`config.mk`:
```
export PLATFORM = sky130hd
export DESIGN_NAME = dptr_pair_unit
export DESIGN_NICKNAME = d
export VERILOG_FILES = /design/src/rtl/dptr_pkg.sv /design/src/rtl/dptr_ctrl_reg.sv /design/src/rtl/dptr_slot.sv /design/src/rtl/dptr_rd_port.sv /design/src/rtl/dptr_pair_unit.sv
export SDC_FILE = /design/constraint.sdc
export NUM_CORES = 1
export LEC_CHECK = 0
export BUFFER_PORTS_ARGS = -buffer_cell sky130_fd_sc_hd__buf_2
export CAP_MARGIN = 20
export CORE_UTILIZATION = 31
export CTS_BUF_LIST = sky130_fd_sc_hd__clkbuf_4
export DETAILED_ROUTE_END_ITERATION = 16
export GPL_ROUTABILITY_DRIVEN = 1
export PLACE_DENSITY_LB_ADDON = 0.1
export SETUP_SLACK_MARGIN = 0.3
export SYNTH_ARGS = -nofsm -noshare
export SYNTH_HDL_FRONTEND = slang
export SYNTH_SLANG_ARGS = --single-unit
```
`constraint.sdc`:
```
create_clock -name clk -period 7.7 [get_ports clk]
set_input_delay 0.385 -clock clk [delete_from_list [all_inputs] [get_ports clk]]
set_output_delay 0.385 -clock clk [all_outputs]
set_load 0.1 [all_outputs]
```
`src/rtl/dptr_pkg.sv`:
```
package dptr_pkg;

  // Control register layout, bit 0 first from the right.
  typedef struct packed {
    logic dir1;    // bit4: pointer 1 steps down when set
    logic dir0;    // bit3: pointer 0 steps down when set
    logic swap_en; // bit2: flip select after each access
    logic step_en; // bit1: step used pointer after each access
    logic sel;     // bit0: active pointer
  } dp_ctrl_t;

  localparam int unsigned CTRL_W = $bits(dp_ctrl_t);
  localparam int unsigned NPTR   = 2;

  // Signed step amount in the range -1..+2, held in 3 bits.
  function automatic logic [2:0] step_amount(input logic auto_hit,
                                             input logic down,
                                             input logic inc_hit);
    logic [2:0] s;
    s = 3'd0;
    if (auto_hit) s = down ? 3'b111 : 3'b001;
    if (inc_hit)  s = s + 3'd1;
    return s;
  endfunction

endpackage

```
`src/rtl/dptr_ctrl_reg.sv`:
```
module dptr_ctrl_reg
  import dptr_pkg::*;
(
  input  logic              clk,
  input  logic              rst,
  input  logic              wr_en,
  input  logic [CTRL_W-1:0] wdata,
  input  logic              xfer_done,
  output dp_ctrl_t          ctrl_q,
  output dp_ctrl_t          ctrl_d
);

  always_comb begin
    ctrl_d = ctrl_q;
    if (xfer_done && ctrl_q.swap_en) ctrl_d.sel = ~ctrl_q.sel;
    if (wr_en) ctrl_d = dp_ctrl_t'(wdata);
  end

  always_ff @(posedge clk) begin
    if (rst) ctrl_q <= '0;
    else     ctrl_q <= ctrl_d;
  end

endmodule

```
`src/rtl/dptr_slot.sv`:
```
module dptr_slot #(
  parameter int unsigned PTR_W = 16
) (
  input  logic                   clk,
  input  logic                   rst,
  input  logic [PTR_W/8-1:0]     byte_wr,
  input  logic [7:0]             wdata,
  input  logic                   auto_hit,
  input  logic                   down,
  input  logic                   inc_hit,
  output logic [PTR_W-1:0]       ptr_q,
  output logic [PTR_W-1:0]       ptr_d
);
  import dptr_pkg::*;

  localparam int unsigned NBYTES = PTR_W / 8;

  logic [2:0]       amt;
  logic [PTR_W-1:0] amt_ext;
  logic [PTR_W-1:0] stepped;
  logic [PTR_W-1:0] written;

  assign amt     = step_amount(auto_hit, down, inc_hit);
  assign amt_ext = {{(PTR_W-3){amt[2]}}, amt};
  assign stepped = ptr_q + amt_ext;

  genvar b;
  generate
    for (b = 0; b < NBYTES; b++) begin : g_byte
      assign written[b*8 +: 8] = byte_wr[b] ? wdata : ptr_q[b*8 +: 8];
    end
  endgenerate

  // Any byte write to this pointer suppresses the arithmetic update.
  assign ptr_d = (|byte_wr) ? written : stepped;

  always_ff @(posedge clk) begin
    if (rst) ptr_q <= '0;
    else     ptr_q <= ptr_d;
  end

endmodule

```
`src/rtl/dptr_rd_port.sv`:
```
module dptr_rd_port #(
  parameter int unsigned PTR_W  = 16,
  parameter int unsigned REG_AW = 3
) (
  input  logic                                 clk,
  input  logic                                 rst,
  input  logic [REG_AW-1:0]                    rd_addr,
  input  logic [dptr_pkg::NPTR-1:0][PTR_W-1:0] ptrs,
  input  dptr_pkg::dp_ctrl_t                   ctrl,
  output logic [7:0]                           rdata
);
  import dptr_pkg::*;

  localparam int unsigned NBYTES   = PTR_W / 8;
  localparam int unsigned CTRL_IDX = NPTR * NBYTES;

  logic [7:0] rd_mux;

  always_comb begin
    rd_mux = 8'h00;
    for (int p = 0; p < NPTR; p++) begin
      for (int b = 0; b < NBYTES; b++) begin
        if (rd_addr == REG_AW'(p * NBYTES + b)) rd_mux = ptrs[p][b*8 +: 8];
      end
    end
    if (rd_addr == REG_AW'(CTRL_IDX)) rd_mux = {{(8-CTRL_W){1'b0}}, ctrl};
  end

  always_ff @(posedge clk) begin
    if (rst) rdata <= 8'h00;
    else     rdata <= rd_mux;
  end

endmodule

```
`src/rtl/dptr_pair_unit.sv`:
```
module dptr_pair_unit #(
  parameter int unsigned PTR_W  = 16,
  parameter int unsigned REG_AW = 3
) (
  input  logic              clk,
  input  logic              rst,
  input  logic              reg_wr,
  input  logic [REG_AW-1:0] reg_addr,
  input  logic [7:0]        reg_wdata,
  output logic [7:0]        reg_rdata,
  input  logic              xfer_done,
  input  logic              inc_req,
  output logic [PTR_W-1:0]  ext_addr
);
  import dptr_pkg::*;

  localparam int unsigned NBYTES   = PTR_W / 8;
  localparam int unsigned CTRL_IDX = NPTR * NBYTES;

  dp_ctrl_t ctrl_q;
  dp_ctrl_t ctrl_d;
  logic     ctrl_wr;
  logic [NPTR-1:0][PTR_W-1:0]  ptr_q;
  logic [NPTR-1:0][PTR_W-1:0]  ptr_d;
  logic [NPTR-1:0][NBYTES-1:0] byte_wr;
  logic [NPTR-1:0]             auto_hit;
  logic [NPTR-1:0]             inc_hit;
  logic [NPTR-1:0]             down;

  assign ctrl_wr = reg_wr && (reg_addr == REG_AW'(CTRL_IDX));

  dptr_ctrl_reg u_ctrl (
    .clk       (clk),
    .rst       (rst),
    .wr_en     (ctrl_wr),
    .wdata     (reg_wdata[CTRL_W-1:0]),
    .xfer_done (xfer_done),
    .ctrl_q    (ctrl_q),
    .ctrl_d    (ctrl_d)
  );

  assign down[0] = ctrl_q.dir0;
  assign down[1] = ctrl_q.dir1;

  genvar p, b;
  generate
    for (p = 0; p < NPTR; p++) begin : g_ptr
      for (b = 0; b < NBYTES; b++) begin : g_wr
        assign byte_wr[p][b] = reg_wr && (reg_addr == REG_AW'(p * NBYTES + b));
      end
      assign auto_hit[p] = xfer_done && ctrl_q.step_en && (ctrl_q.sel == 1'(p));
      assign inc_hit[p]  = inc_req && (ctrl_q.sel == 1'(p));

      dptr_slot #(.PTR_W(PTR_W)) u_slot (
        .clk      (clk),
        .rst      (rst),
        .byte_wr  (byte_wr[p]),
        .wdata    (reg_wdata),
        .auto_hit (auto_hit[p]),
        .down     (down[p]),
        .inc_hit  (inc_hit[p]),
        .ptr_q    (ptr_q[p]),
        .ptr_d    (ptr_d[p])
      );
    end
  endgenerate

  dptr_rd_port #(.PTR_W(PTR_W), .REG_AW(REG_AW)) u_rd (
    .clk     (clk),
    .rst     (rst),
    .rd_addr (reg_addr),
    .ptrs    (ptr_q),
    .ctrl    (ctrl_q),
    .rdata   (reg_rdata)
  );

  // Output register loads from next state so it tracks the active pointer.
  always_ff @(posedge clk) begin
    if (rst) ext_addr <= '0;
    else     ext_addr <= ptr_d[ctrl_d.sel];
  end

endmodule

```
After elaboration in Yosys (flattened, before gate mapping)
Index checks and enable logic that the tools add are counted.
- $add $sub $neg: 4
- $lt $le $gt $ge: 1
- equal/unequal tests: 4
- mux-type cells: 21
- bitwise operators: 1
- reductions and logical operators: 15
- operators by type and width (kind ; count):
    $mux 16 ; 4
    $mux 8 ; 8
    $add 16x16->16 ; 2
    $mux 3 ; 6
    $logic_and 1x1->1 ; 11
    $add 3x1->3 const B ; 2
    $eq 3x2->1 const B ; 2
    $reduce_or 2->1 ; 3
    $mux 5 ; 1
    $eq 3x1->1 const B ; 1
    $eq 3x3->1 const B ; 1
    $logic_not 3->1 ; 1
    $lt 1x2->1 const B ; 1
    $mux 1 ; 2
    $not 1->1 ; 1
- bits in registers: 61
- input port bits: 16
- output and inout bits: 24
- logic and storage cells: 56

Logic depth before layout (Yosys ltp)
Gate-level depths: netlist of the first run.
- depth after elaboration: 9
- gate-level depth with buffers: 12
- mapped depth without buffers: 12

Modules after synthesis
A second synthesis of the first run with hierarchy kept.
- cell total of the unflattened synthesis: 520
- area total of the unflattened synthesis: 4525.6 um2
- modules (own cells, without submodules) (module ; times used ; cells each ; area each (um2) ; seq. area each (um2)):
    dptr_slot (g_ptr[0].u_slot) ; 1 ; 210 ; 1629.1 ; 320.3
    dptr_slot (g_ptr[1].u_slot) ; 1 ; 200 ; 1542.7 ; 320.3
    dptr_pair_unit ; 1 ; 63 ; 654.4 ; 320.3
    dptr_rd_port ; 1 ; 28 ; 457.9 ; 160.2
    dptr_ctrl_reg ; 1 ; 19 ; 241.5 ; 100.1

Worst setup path before layout of the first run
OpenSTA, ideal clock, no wires.
- path type: reg2reg
- start: register u_ctrl.ctrl_q[1] (netlist name)
- end: register ext_addr[12]
- library setup time: 0.115 ns
- arrival: 3.196 ns
- required time: 7.585 ns
- slack: 4.389 ns
- cell stages (with the launch flop): 11
- path through: dfxtp_1 -> nand2_1 -> nor4b_2 -> ha_1 -> a21o_1 -> a21o_1 -> a221oi_1 -> o21ai_0 -> xor2_1 -> a21oi_1 -> o21ba_2
- longest elaborated chain between the ends: 9
- RTL lines (what ; RTL line ; RTL):
    $logic_and 1x1->1 (*) ; dptr_pair_unit.sv:51 ; assign auto_hit[p] = xfer_done && ctrl_q.step_en && (ctrl_q.sel == 1'(p));
    $logic_and 1x1->1 ; dptr_pair_unit.sv:51 ;
    $mux 3 ; dptr_pkg.sv:21 ; if (auto_hit) s = down ? 3'b111 : 3'b001;
    $add 3x1->3 ; dptr_pkg.sv:22 ; if (inc_hit) s = s + 3'd1;
    $mux 3 ; dptr_pkg.sv:22 ;
    $add 16x16->16 ; dptr_slot.sv:25 ; assign stepped = ptr_q + amt_ext;
    $mux 16 ; dptr_slot.sv:35 ; assign ptr_d = (|byte_wr) ? written : stepped;
    $mux 16 (not written as such) (*) (2 in series) ; dptr_pair_unit.sv:80 ; else ext_addr <= ptr_d[ctrl_d.sel];
    to (signal assigned) ; dptr_pair_unit.sv:80 ;
    to (decl) ; dptr_pair_unit.sv:13 ; output logic [PTR_W-1:0] ext_addr
Mark *: on every way between the ends. The rest lies on a longest branch, timed or not. The select of a mux whose other input is x is not followed.
A chain may end at the register's enable or synchronous reset.

Worst setup path in the final report of the first run
- start: register u_ctrl.ctrl_q[0] (netlist name)
- end: register ext_addr[14]
- longest elaborated chain between the ends: 9
- RTL lines (what ; RTL line):
    $not 1->1 ; dptr_ctrl_reg.sv:15, dptr_pair_unit.sv:51, dptr_pair_unit.sv:52
    $logic_and 1x1->1 ; dptr_pair_unit.sv:51
    $mux 3 ; dptr_pkg.sv:21
    $add 3x1->3 ; dptr_pkg.sv:22
    $mux 3 ; dptr_pkg.sv:22
    $add 16x16->16 ; dptr_slot.sv:25
    $mux 16 ; dptr_slot.sv:35
    $mux 16 (not written as such) (*) (2 in series) ; dptr_pair_unit.sv:80
Marked as above.

==> flow_metrics.env, run 1 <==
export IMPL_status="finished, final reports clean"
export IMPL_synth_edf_count=0
export IMPL_post_cts_buffers=0
export IMPL_die_w_um=119
export IMPL_slew_viol_final=0
export IMPL_cts_buffers_inserted=9
export IMPL_rr_worst_depth=11
export IMPL_synth_cell_types=61
export IMPL_cp_startpoint="u_ctrl.ctrl_q[0]$_SDFF_PP0_"
export IMPL_setup_violations=0
export IMPL_fin_crit_ps=3560
export IMPL_final_cells=712
export IMPL_maxSlewHeadroom_pct=37.4
export IMPL_startpoint_type="register"
export IMPL_hold_viol_final=0
export IMPL_rsz0062_at_grt="no"
export IMPL_layout_common_cells="dfxtp_1, nor2_1, a21oi_1"
export IMPL_initialDrtViolationCount=332
export IMPL_crit_family="simple AND/OR/NAND/NOR gates"
export IMPL_worst_slack_ps=4140
export IMPL_final_common_cell="dfxtp_1"
export IMPL_ant_nets=0
export IMPL_path_clk_slew_ps=130
export IMPL_drive_gt1_share_pct=15.7
export IMPL_async_reset_ff_share_pct=0
export IMPL_finalSetupTns_ps=0
export IMPL_dp_hpwl_um=10400
export IMPL_hold_class="in2reg"
export IMPL_power_mw=0.791
export IMPL_reg2reg_from="u_ctrl.ctrl_q[0]$_SDFF_PP0_"
export IMPL_path_buf_inv=1
export IMPL_initial_core_util_pct=31.8
export IMPL_slowest_delay_ps=530
export IMPL_pre_cts_ws_ps=4230
export IMPL_firstDrtPassIters=5
export IMPL_slowest_stage="dfxtp_1"
export IMPL_syn_inst=500
export IMPL_cts_root_buf="clkbuf_4"
export IMPL_antenna_found_initial=1
export IMPL_synthFlopType="dfxtp_1"
export IMPL_gp_congestion=0.799
export IMPL_cp_depth=11
export IMPL_crit_chain="nand3_4, or3b_4, inv_1, ha_1, a21o_1, and4_1, o21a_1, nor3b_1, nor4b_1, or3b_1, o22ai_1"
export IMPL_ys_seq_elements=61
export IMPL_design_die_area_sq_um=14100
export IMPL_rows=42
export IMPL_wl_per_cell_um=19.4
export IMPL_syn_cell_area_sq_um=4230
export IMPL_powerDensity_nw_per_um2=167
export IMPL_grt_pass1_wl_um=21000
export IMPL_fmax_mhz=281
export IMPL_ys_seq_area_share_pct=28.8
export IMPL_cp_required_ps=8070
export IMPL_grt_max_degree=48
export IMPL_ioPinCount=40
export IMPL_htreeDepth=3
export IMPL_crit_arrival_ps=3930
export IMPL_die_h_um=119
export IMPL_cts_resized_gates=0
export IMPL_synth_yosys_warnings=0
export IMPL_drc=0
export IMPL_num_nets_final=582
export IMPL_overflow=0
export IMPL_critPathKind="reg2reg"
export IMPL_ff2ff_setup_slack_ps=4140
export IMPL_dp_cells=695
export IMPL_grt_usage_pct=20.0
export IMPL_syn_avg_cell_area_sq_um=8.47
export IMPL_dpl_cell_area_sq_um=4580
export IMPL_hold_slack_ps=265
export IMPL_r2r_end="ext_addr[14]$_SDFF_PP0_"
export IMPL_cts_path_max_buffers=2
export IMPL_wirelength_um=13800
export IMPL_hold_buffers=0
export IMPL_peakVddDrop_uv=86.2
export IMPL_utilization_pct=35.6
export IMPL_fin_crit_sh_pct=46.3
export IMPL_path_max_fanout=16
export IMPL_syn_nets=552
export IMPL_worst_pin_slew_ps=939
export IMPL_endpoint="ext_addr[14]$_SDFF_PP0_"
export IMPL_cts_sinks=61
export IMPL_routed_via_count=3880
export IMPL_drv_cap=0
export IMPL_portBuffers=39
export IMPL_core_area_sq_um=13300
export IMPL_grt_pass1_vias=3607
export IMPL_endpoint_kind="register"
export IMPL_fill_cells=1402
export IMPL_insertion_delay_ps=450
export IMPL_syn2layout_area_growth_pct=11.9
export IMPL_viasPerCell=5.45
export IMPL_tritoncts="done"
export IMPL_leakage_nw=2.01
export IMPL_fin_area_sq_um=4740
export IMPL_clock_skew_ps=16.9
-- worst reg2reg max path, delay by kind of cell (launching register included) --
kind / cells / cell delay (ps)
AO/OA/AOI/OAI: 3 / 580
adder cells (fa/ha/maj): 1 / 390
buffers and inverters: 1 / 450
flip-flops: 1 / 530
AND/OR/NAND/NOR: 6 / 1510
-- registers in the layout (all words and copies together), names as in the netlist --
name	cells
ext_addr	16
u_ctrl.ctrl_q	5
u_rd.rdata	8
g_ptr.u_slot.ptr_q	32
-- per-layer routing --
metal  global-route usage, %  up-vias  wire length, um
met4                    7.12        0              248
li1                        -     1882                -
met1                    28.0     1868             6770
met3                    4.21       17              686
met2                    30.1      113             6150
met5                       0        -                0
-- cell usage after synthesis, types with 3 or more instances --
| master | n | area, sq um |
|---|---|---|
| a21oi_1 | 55 | 275 |
| nor3b_1 | 5 | 37.5 |
| a21o_1 | 8 | 60.1 |
| buf_2 | 7 | 35.0 |
| dfxtp_1 | 61 | 1220 |
| nor2b_1 | 8 | 50.1 |
| nand2b_1 | 8 | 50.1 |
| nor3_1 | 9 | 45.0 |
| nor2_1 | 59 | 221 |
| a211oi_1 | 11 | 82.6 |
| o21ai_0 | 28 | 140 |
| or3_1 | 3 | 18.8 |
| inv_1 | 7 | 26.3 |
| mux2i_1 | 23 | 230 |
| o21bai_1 | 3 | 22.5 |
| mux2_2 | 4 | 45.0 |
| nand3_1 | 13 | 65.1 |
| o21a_1 | 9 | 67.6 |
| and3_1 | 4 | 25.0 |
| o211ai_1 | 4 | 30.0 |
| ha_1 | 34 | 425 |
| nand3b_1 | 3 | 22.5 |
| mux4_2 | 8 | 180 |
| xor2_1 | 11 | 96.3 |
| clkbuf_1 | 15 | 56.3 |
| and2_1 | 4 | 25.0 |
| a311oi_1 | 3 | 26.3 |
| o22ai_1 | 3 | 18.8 |
| xnor2_1 | 13 | 114 |
| nand2_1 | 37 | 139 |
-- where the power goes --
group	switching, mW	internal, mW	leakage (nW)	total [mW]
Sequential	0.0143	0.333	0.498	0.347
Clock	0.135	0.130	0.0833	0.265
Combinational	0.130	0.0488	1.43	0.179
Total	0.280	0.511	2.01	0.791
-- layout make-up --
type / instances / area [sq um] / share of cell area (%)
multi-input combinational: 406 / 2870 / 60.6
sequential: 61 / 1220 / 25.8
inverter: 8 / 30.0 / 0.634
antenna: 1 / 2.50 / 0.0528
timing repair buffer: 44 / 233 / 4.91
clock buffer: 9 / 67.6 / 1.43
tap: 176 / 220 / 4.65
clock inverter: 7 / 90.1 / 1.90
-- cells by family after synthesis --
family	after synthesis	share of synthesized area [%]
and+or+nand+nor	170	20.2
AOI/OAI and AO/OA	140	20.6
buffers and inverters	33	3.31
xor gates and xnor gates	24	4.96
muxes	36	11.1
adders and majority gates	36	11.0
DFF	61	28.8
-- how the worst min path moves through the flow --
stage | startpoint | to | slack (ps) | cells after the start
floorplan | u_ctrl.ctrl_q[2]$_SDFFE_PP0P_ | u_rd.rdata[2]$_SDFF_PP0_ | 460 | 2
finish | reg_wdata[7] | g_ptr[1].u_slot.ptr_q[15]$_SDFF_PP0_ | 260 | 3
detailed placement | u_ctrl.ctrl_q[2]$_SDFFE_PP0P_ | u_rd.rdata[2]$_SDFF_PP0_ | 480 | 2
CTS | reg_wdata[7] | g_ptr[1].u_slot.ptr_q[15]$_SDFF_PP0_ | 230 | 3
global route | reg_wdata[7] | g_ptr[1].u_slot.ptr_q[15]$_SDFF_PP0_ | 240 | 3
global placement | u_ctrl.ctrl_q[2]$_SDFFE_PP0P_ | u_rd.rdata[2]$_SDFF_PP0_ | 490 | 2
Power figures use the tool's default switching activity.
==> run 2, diff against run 1 <==
- clock period: 7.7 -> 3 ns (I/O delays scaled with it)
==> run 2 against run 1 <==
Effect of this change: final cell count is 5.3% higher; routed wire length increased by 4.0%; critical path type unchanged; highest routed layer unchanged; power rose to 2.8 times the previous value.
==> flow_metrics.env, run 2 (same netlist as run 1, synthesis figures left out) <==
export IMPL_status="finished, final reports clean"
export IMPL_ioPinCount=40
export IMPL_die_w_um=119
export IMPL_wirelength_um=14400
export IMPL_internal_power_mw=1.44
export IMPL_powerDensity_nw_per_um2=390
export IMPL_layout_common_cells="dfxtp_1, nor2_1, a21oi_1"
export IMPL_drc=0
export IMPL_final_common_cell="dfxtp_1"
export IMPL_utilization_pct=42.4
export IMPL_antenna_found_initial=0
export IMPL_ant_nets=0
export IMPL_fin_crit_sh_pct=94.5
export IMPL_grt_pass1_vias=3787
export IMPL_hold_start="reg_wdata[7]"
export IMPL_wirelength_met1_um=6860
export IMPL_hold_viol_final=0
export IMPL_path_max_fanout=6
export IMPL_clkPwrFrac_pct=35.8
export IMPL_routed_via_count=3975
export IMPL_tritoncts="done"
export IMPL_sw_frac_of_total_pct=34.4
export IMPL_fin_area_sq_um=5640
export IMPL_reg2reg_from="u_ctrl.ctrl_q[0]$_SDFF_PP0_"
export IMPL_design_die_area_sq_um=14100
export IMPL_core_area_sq_um=13300
export IMPL_p_comb_share_pct=23.6
export IMPL_gp_congestion=0.836
export IMPL_dp_hpwl_um=10600
export IMPL_initialDrtViolationCount=284
export IMPL_drive_gt1_share_pct=34.8
export IMPL_leakage_nw=2.27
export IMPL_top_register="g_ptr.u_slot.ptr_q"
export IMPL_portBuffers=39
export IMPL_cp_startpoint="u_ctrl.ctrl_q[0]$_SDFF_PP0_"
export IMPL_clock_skew_ps=17.0
export IMPL_drv_cap=0
export IMPL_slew_viol_final=0
export IMPL_setup_violations=0
export IMPL_hold_depth=3
export IMPL_finalSetupTns_ps=0
export IMPL_p_seq_share_pct=40.7
export IMPL_startpoint_type="register"
export IMPL_die_h_um=119
export IMPL_rows=42
export IMPL_viasPerCell=5.30
export IMPL_htreeDepth=3
export IMPL_cts_root_buf="clkbuf_4"
export IMPL_dpl_cell_area_sq_um=4780
export IMPL_num_nets_final=621
export IMPL_min_to="g_ptr[1].u_slot.ptr_q[15]$_SDFF_PP0_"
export IMPL_cts_sinks=61
export IMPL_hold_buffers=0
export IMPL_ff2ff_setup_slack_ps=160
export IMPL_regArea_sq_um=1230
export IMPL_crit_arrival_ps=3180
export IMPL_antennaDiodeCount=0
export IMPL_syn2layout_area_growth_pct=33.2
export IMPL_overflow=0
export IMPL_p_switching_mw=0.756
export IMPL_rsz0062_at_grt="yes"
export IMPL_multi_input_area_sq_um=3370
export IMPL_rr_worst_depth=14
export IMPL_fin_crit_ps=2840
export IMPL_insertion_delay_ps=430
export IMPL_hold_slack_ps=35.3
export IMPL_endpoint_kind="register"
export IMPL_grt_usage_pct=20.6
export IMPL_grt_pass1_wl_um=21900
export IMPL_worst_pin_slew_ps=684
export IMPL_largest_register_ffs=32
export IMPL_top_layer="met4"
export IMPL_cts_buffers_inserted=9
export IMPL_cts_path_max_buffers=2
export IMPL_maxSlewHeadroom_pct=54.4
export IMPL_firstDrtPassIters=4
export IMPL_peakVddDrop_uv=254
export IMPL_initial_core_util_pct=31.8
export IMPL_cp_required_ps=3340
export IMPL_fill_cells=1335
export IMPL_fmax_mhz=353
export IMPL_r2r_end="ext_addr[12]$_SDFF_PP0_"
export IMPL_grt_max_degree=48
export IMPL_routed_wl_met2_um=6820
export IMPL_reg_top3="g_ptr.u_slot.ptr_q x32, ext_addr x16, u_rd.rdata x8"
export IMPL_path_clk_slew_ps=130
export IMPL_critPathKind="reg2reg"
export IMPL_wl_per_cell_um=19.2
export IMPL_hold_class="in2reg"
export IMPL_dp_cells=709
export IMPL_wl_met3_um=546
export IMPL_final_cells=750
run 2: final cells by class:
cell class	count	share of cell area, %
flip-flops and latches	61	21.8
inverters	8	0.599
repair buffers	82	10.6
multi-input cells	406	59.7
clock buffers	9	1.20
clock inverters	7	2.20
repair inverters	1	0.0887
well taps	176	3.90
run 2: power by group through the flow:
stage,Combinational [mW],Sequential (mW),Clock (mW)
global placement,0.473,0.909,0
finish,0.518,0.894,0.787
floorplan,0.210,1.04,0
detailed placement,0.472,0.909,0
global route,0.551,0.899,0.837
CTS,0.483,0.892,0.802
run 2: through the flow:
stage          worst slack, ps  power, mW
2_1_floorplan              208       1.25
3_3_place_gp             -6.60       1.38
3_5_place_dp             -12.6       1.38
4_1_cts                    200       2.18
5_1_grt                   78.3       2.29
6_report                   164       2.20
run 2: worst max-delay path, stage by stage, from the launching register on:
cell and delay, ps:
dfxtp_4 380, buf_6 130, nor4b_4 250, buf_4 180
buf_12 130, buf_12 120, ha_4 220, a21o_1 160
a21o_1 160, a221oi_2 230, buf_4 170, o21ai_2 70
xor2_2 190, a21oi_2 180, o21ba_4 170
run 2: how the worst max path moves through the flow:
stage,end,slack (ps),cells after the start
3_5_place_dp,ext_addr[11]$_SDFF_PP0_,-10,11
3_3_place_gp,ext_addr[11]$_SDFF_PP0_,-7,11
6_report,ext_addr[12]$_SDFF_PP0_,160,14
2_1_floorplan,ext_addr[15]$_SDFF_PP0_,210,11
4_1_cts,ext_addr[11]$_SDFF_PP0_,200,13
5_1_grt,ext_addr[15]$_SDFF_PP0_,80,11
run 2: repair_timing:
item	CTS	global route
setup endpoints to repair	27	29
resized for setup	29	58
setup buffers	10	13
cloned	1	1
pin swaps	13	33
run 2: layer usage:
metal / global-route usage (%) / vias to the layer above
met2: 32.4 / 80
met5: 0 / -
met4: 6.09 / 0
met1: 29.2 / 1924
met3: 2.49 / 13
li1: - / 1958
==> run 3, diff against run 2 <==
- BUFFER_PORTS_ARGS: -buffer_cell sky130_fd_sc_hd__buf_2 -> default
- DONT_BUFFER_PORTS: default -> 1
==> run 3 against run 2 <==
Effect of this change: flip-flop and latch count stayed put; via count is 2.7% lower; critical path depth is 1 lower; cell area is 1.6% lower; sequential power is 17% higher; critical path type unchanged; critical endpoint is now ext_addr[15]$_SDFF_PP0_; largest cell class unchanged.
==> flow_metrics.env, run 3 (same netlist as run 1, synthesis figures left out) <==
export IMPL_dp_hpwl_um=10200
export IMPL_dp_cells=666
export IMPL_reg2reg_from="u_ctrl.ctrl_q[1]$_SDFFE_PP0P_"
export IMPL_critPathKind="reg2reg"
export IMPL_ant_nets=0
export IMPL_layout_common_cells="dfxtp_1, nor2_1, a21oi_1"
export IMPL_syn2layout_area_growth_pct=31.1
export IMPL_drv_cap=0
export IMPL_grt_max_degree=44
export IMPL_initialDrtViolationCount=311
export IMPL_fmax_mhz=350
export IMPL_slowest_stage="or3b_4"
export IMPL_design_die_area_sq_um=14100
export IMPL_crit_chain="nand3_4, or3b_4, clkinvlp_4, buf_6, buf_8, ha_4, a21o_1, buf_4, a22oi_2, o21a_1, o211ai_2, mux2_4, a211oi_2"
export IMPL_cts_buffers_inserted=9
export IMPL_gp_congestion=0.865
export IMPL_worst_pin_slew_ps=996
export IMPL_insertion_delay_ps=460
export IMPL_viasPerCell=5.36
export IMPL_cp_startpoint="u_ctrl.ctrl_q[1]$_SDFFE_PP0P_"
export IMPL_rows=42
export IMPL_core_area_sq_um=13300
export IMPL_fill_cells=1301
export IMPL_initial_core_util_pct=31.8
export IMPL_wirelength_um=15000
export IMPL_peakVddDrop_uv=204
export IMPL_antennaDiodeCount=0
export IMPL_wl_per_cell_um=20.8
export IMPL_rsz0062_at_grt="yes"
export IMPL_cts_sinks=61
export IMPL_setup_violations=0
export IMPL_slowest_delay_ps=440
export IMPL_grt_pass1_wl_um=22400
export IMPL_worst_slack_ps=142
export IMPL_path_max_fanout=6
export IMPL_antenna_found_initial=0
export IMPL_drc=0
export IMPL_path_buf_inv=4
export IMPL_crit_arrival_ps=3260
export IMPL_largest_register_ffs=32
export IMPL_firstDrtPassIters=5
export IMPL_r2r_end="ext_addr[15]$_SDFF_PP0_"
export IMPL_final_cells=721
export IMPL_endpoint_kind="register"
export IMPL_num_nets_final=592
export IMPL_hold_slack_ps=15.5
export IMPL_hold_viol_final=0
export IMPL_ioPinCount=40
export IMPL_portBuffers=0
export IMPL_final_common_cell="dfxtp_1"
export IMPL_ff2ff_setup_slack_ps=140
export IMPL_top_register="g_ptr.u_slot.ptr_q"
export IMPL_clock_skew_ps=25.7
export IMPL_drive_gt1_share_pct=31.6
export IMPL_die_h_um=119
export IMPL_leakage_nw=2.08
export IMPL_die_w_um=119
export IMPL_htreeDepth=3
export IMPL_overflow=0
export IMPL_fin_crit_ps=2860
export IMPL_cts_path_max_buffers=2
export IMPL_reg_top3="g_ptr.u_slot.ptr_q x32, ext_addr x16, u_rd.rdata x8"
export IMPL_powerDensity_nw_per_um2=342
export IMPL_cts_root_buf="clkbuf_4"
export IMPL_slew_viol_final=0
export IMPL_endpoint="ext_addr[15]$_SDFF_PP0_"
export IMPL_status="finished, final reports clean"
export IMPL_cp_required_ps=3400
export IMPL_grt_usage_pct=21.4
export IMPL_grt_pass1_vias=3757
export IMPL_tritoncts="done"
export IMPL_pre_cts_ws_ps=-67.8
export IMPL_rr_worst_depth=13
export IMPL_fin_crit_sh_pct=95.3
export IMPL_cp_depth=13
export IMPL_startpoint_type="register"
export IMPL_maxSlewHeadroom_pct=33.5
export IMPL_hold_class="in2reg"
export IMPL_routed_via_count=3866
export IMPL_crit_family="compound AO/OA/AOI/OAI gates"
export IMPL_path_clk_slew_ps=120
-- run 3: worst reg2reg max path, cell delays in order, from the launching register on --
cell and delay (ps):
dfxtp_4 400, nand3_4 70, or3b_4 440, clkinvlp_4 140, buf_6 120, buf_8 120
ha_4 210, a21o_1 180, buf_4 140, a22oi_2 190, o21a_1 200, o211ai_2 100
mux2_4 330, a211oi_2 170
-- run 3: worst min path at each step --
stage                                                       to    startpoint  cells past startpoint
final                     g_ptr[0].u_slot.ptr_q[14]$_SDFF_PP0_   reg_addr[0]                      4
after detailed placement  g_ptr[0].u_slot.ptr_q[13]$_SDFF_PP0_           rst                      1
after floorplan                  u_ctrl.ctrl_q[1]$_SDFFE_PP0P_  reg_wdata[1]                      2
after global placement    g_ptr[0].u_slot.ptr_q[13]$_SDFF_PP0_           rst                      1
after CTS                  g_ptr[0].u_slot.ptr_q[0]$_SDFF_PP0_   reg_addr[0]                      3
after global routing      g_ptr[1].u_slot.ptr_q[11]$_SDFF_PP0_   reg_addr[0]                      4
-- run 3: cell type report --
cell class,count,area (sq um),share of cell area (%)
multi-input cells,406,3430,61.8
clock buffers,10,75.1,1.35
inverters,8,33.8,0.609
flip-flops and latches,61,1230,22.1
clock inverters,6,38.8,0.699
repair buffers,54,524,9.44
well taps,176,220,3.97
-- run 3: report_power, final --
part	switching, mW	leakage, nW	internal (mW)	total [mW]
logic	0.171	1.53	0.150	0.321
registers	0.193	0.499	0.854	1.05
clock network	0.354	0.0541	0.176	0.530
total	0.718	2.08	1.18	1.90
-- run 3: timing repair --
item                       4_1_cts  5_1_grt
hold buffers                    13        1
hold endpoints to repair        49        1
pin swaps                       23       38
setup endpoints to repair       23       26
cloned                           0        1
setup buffers                   11       13
gates resized for setup         29       81
-- run 3: metrics by stage --
stage          total power [mW]  utilization (%)  setup TNS, ps  area [sq um]
2_1_floorplan              1.25                -              0          4330
3_3_place_gp               1.30             34.2          -66.0          4550
3_5_place_dp               1.30             34.2          -67.8          4550
4_1_cts                    1.88             38.0              0          5050
5_1_grt                    1.99             41.8          -6.41          5550
6_report                   1.90             41.8              0          5550
-- run 3: routing by layer --
layer	up-vias	wire (um)	track usage, %
met3	28	836	4.31
li1	1891	-	-
met1	1853	6710	28.9
met5	-	0	0
met2	94	7120	33.7
met4	0	327	7.67
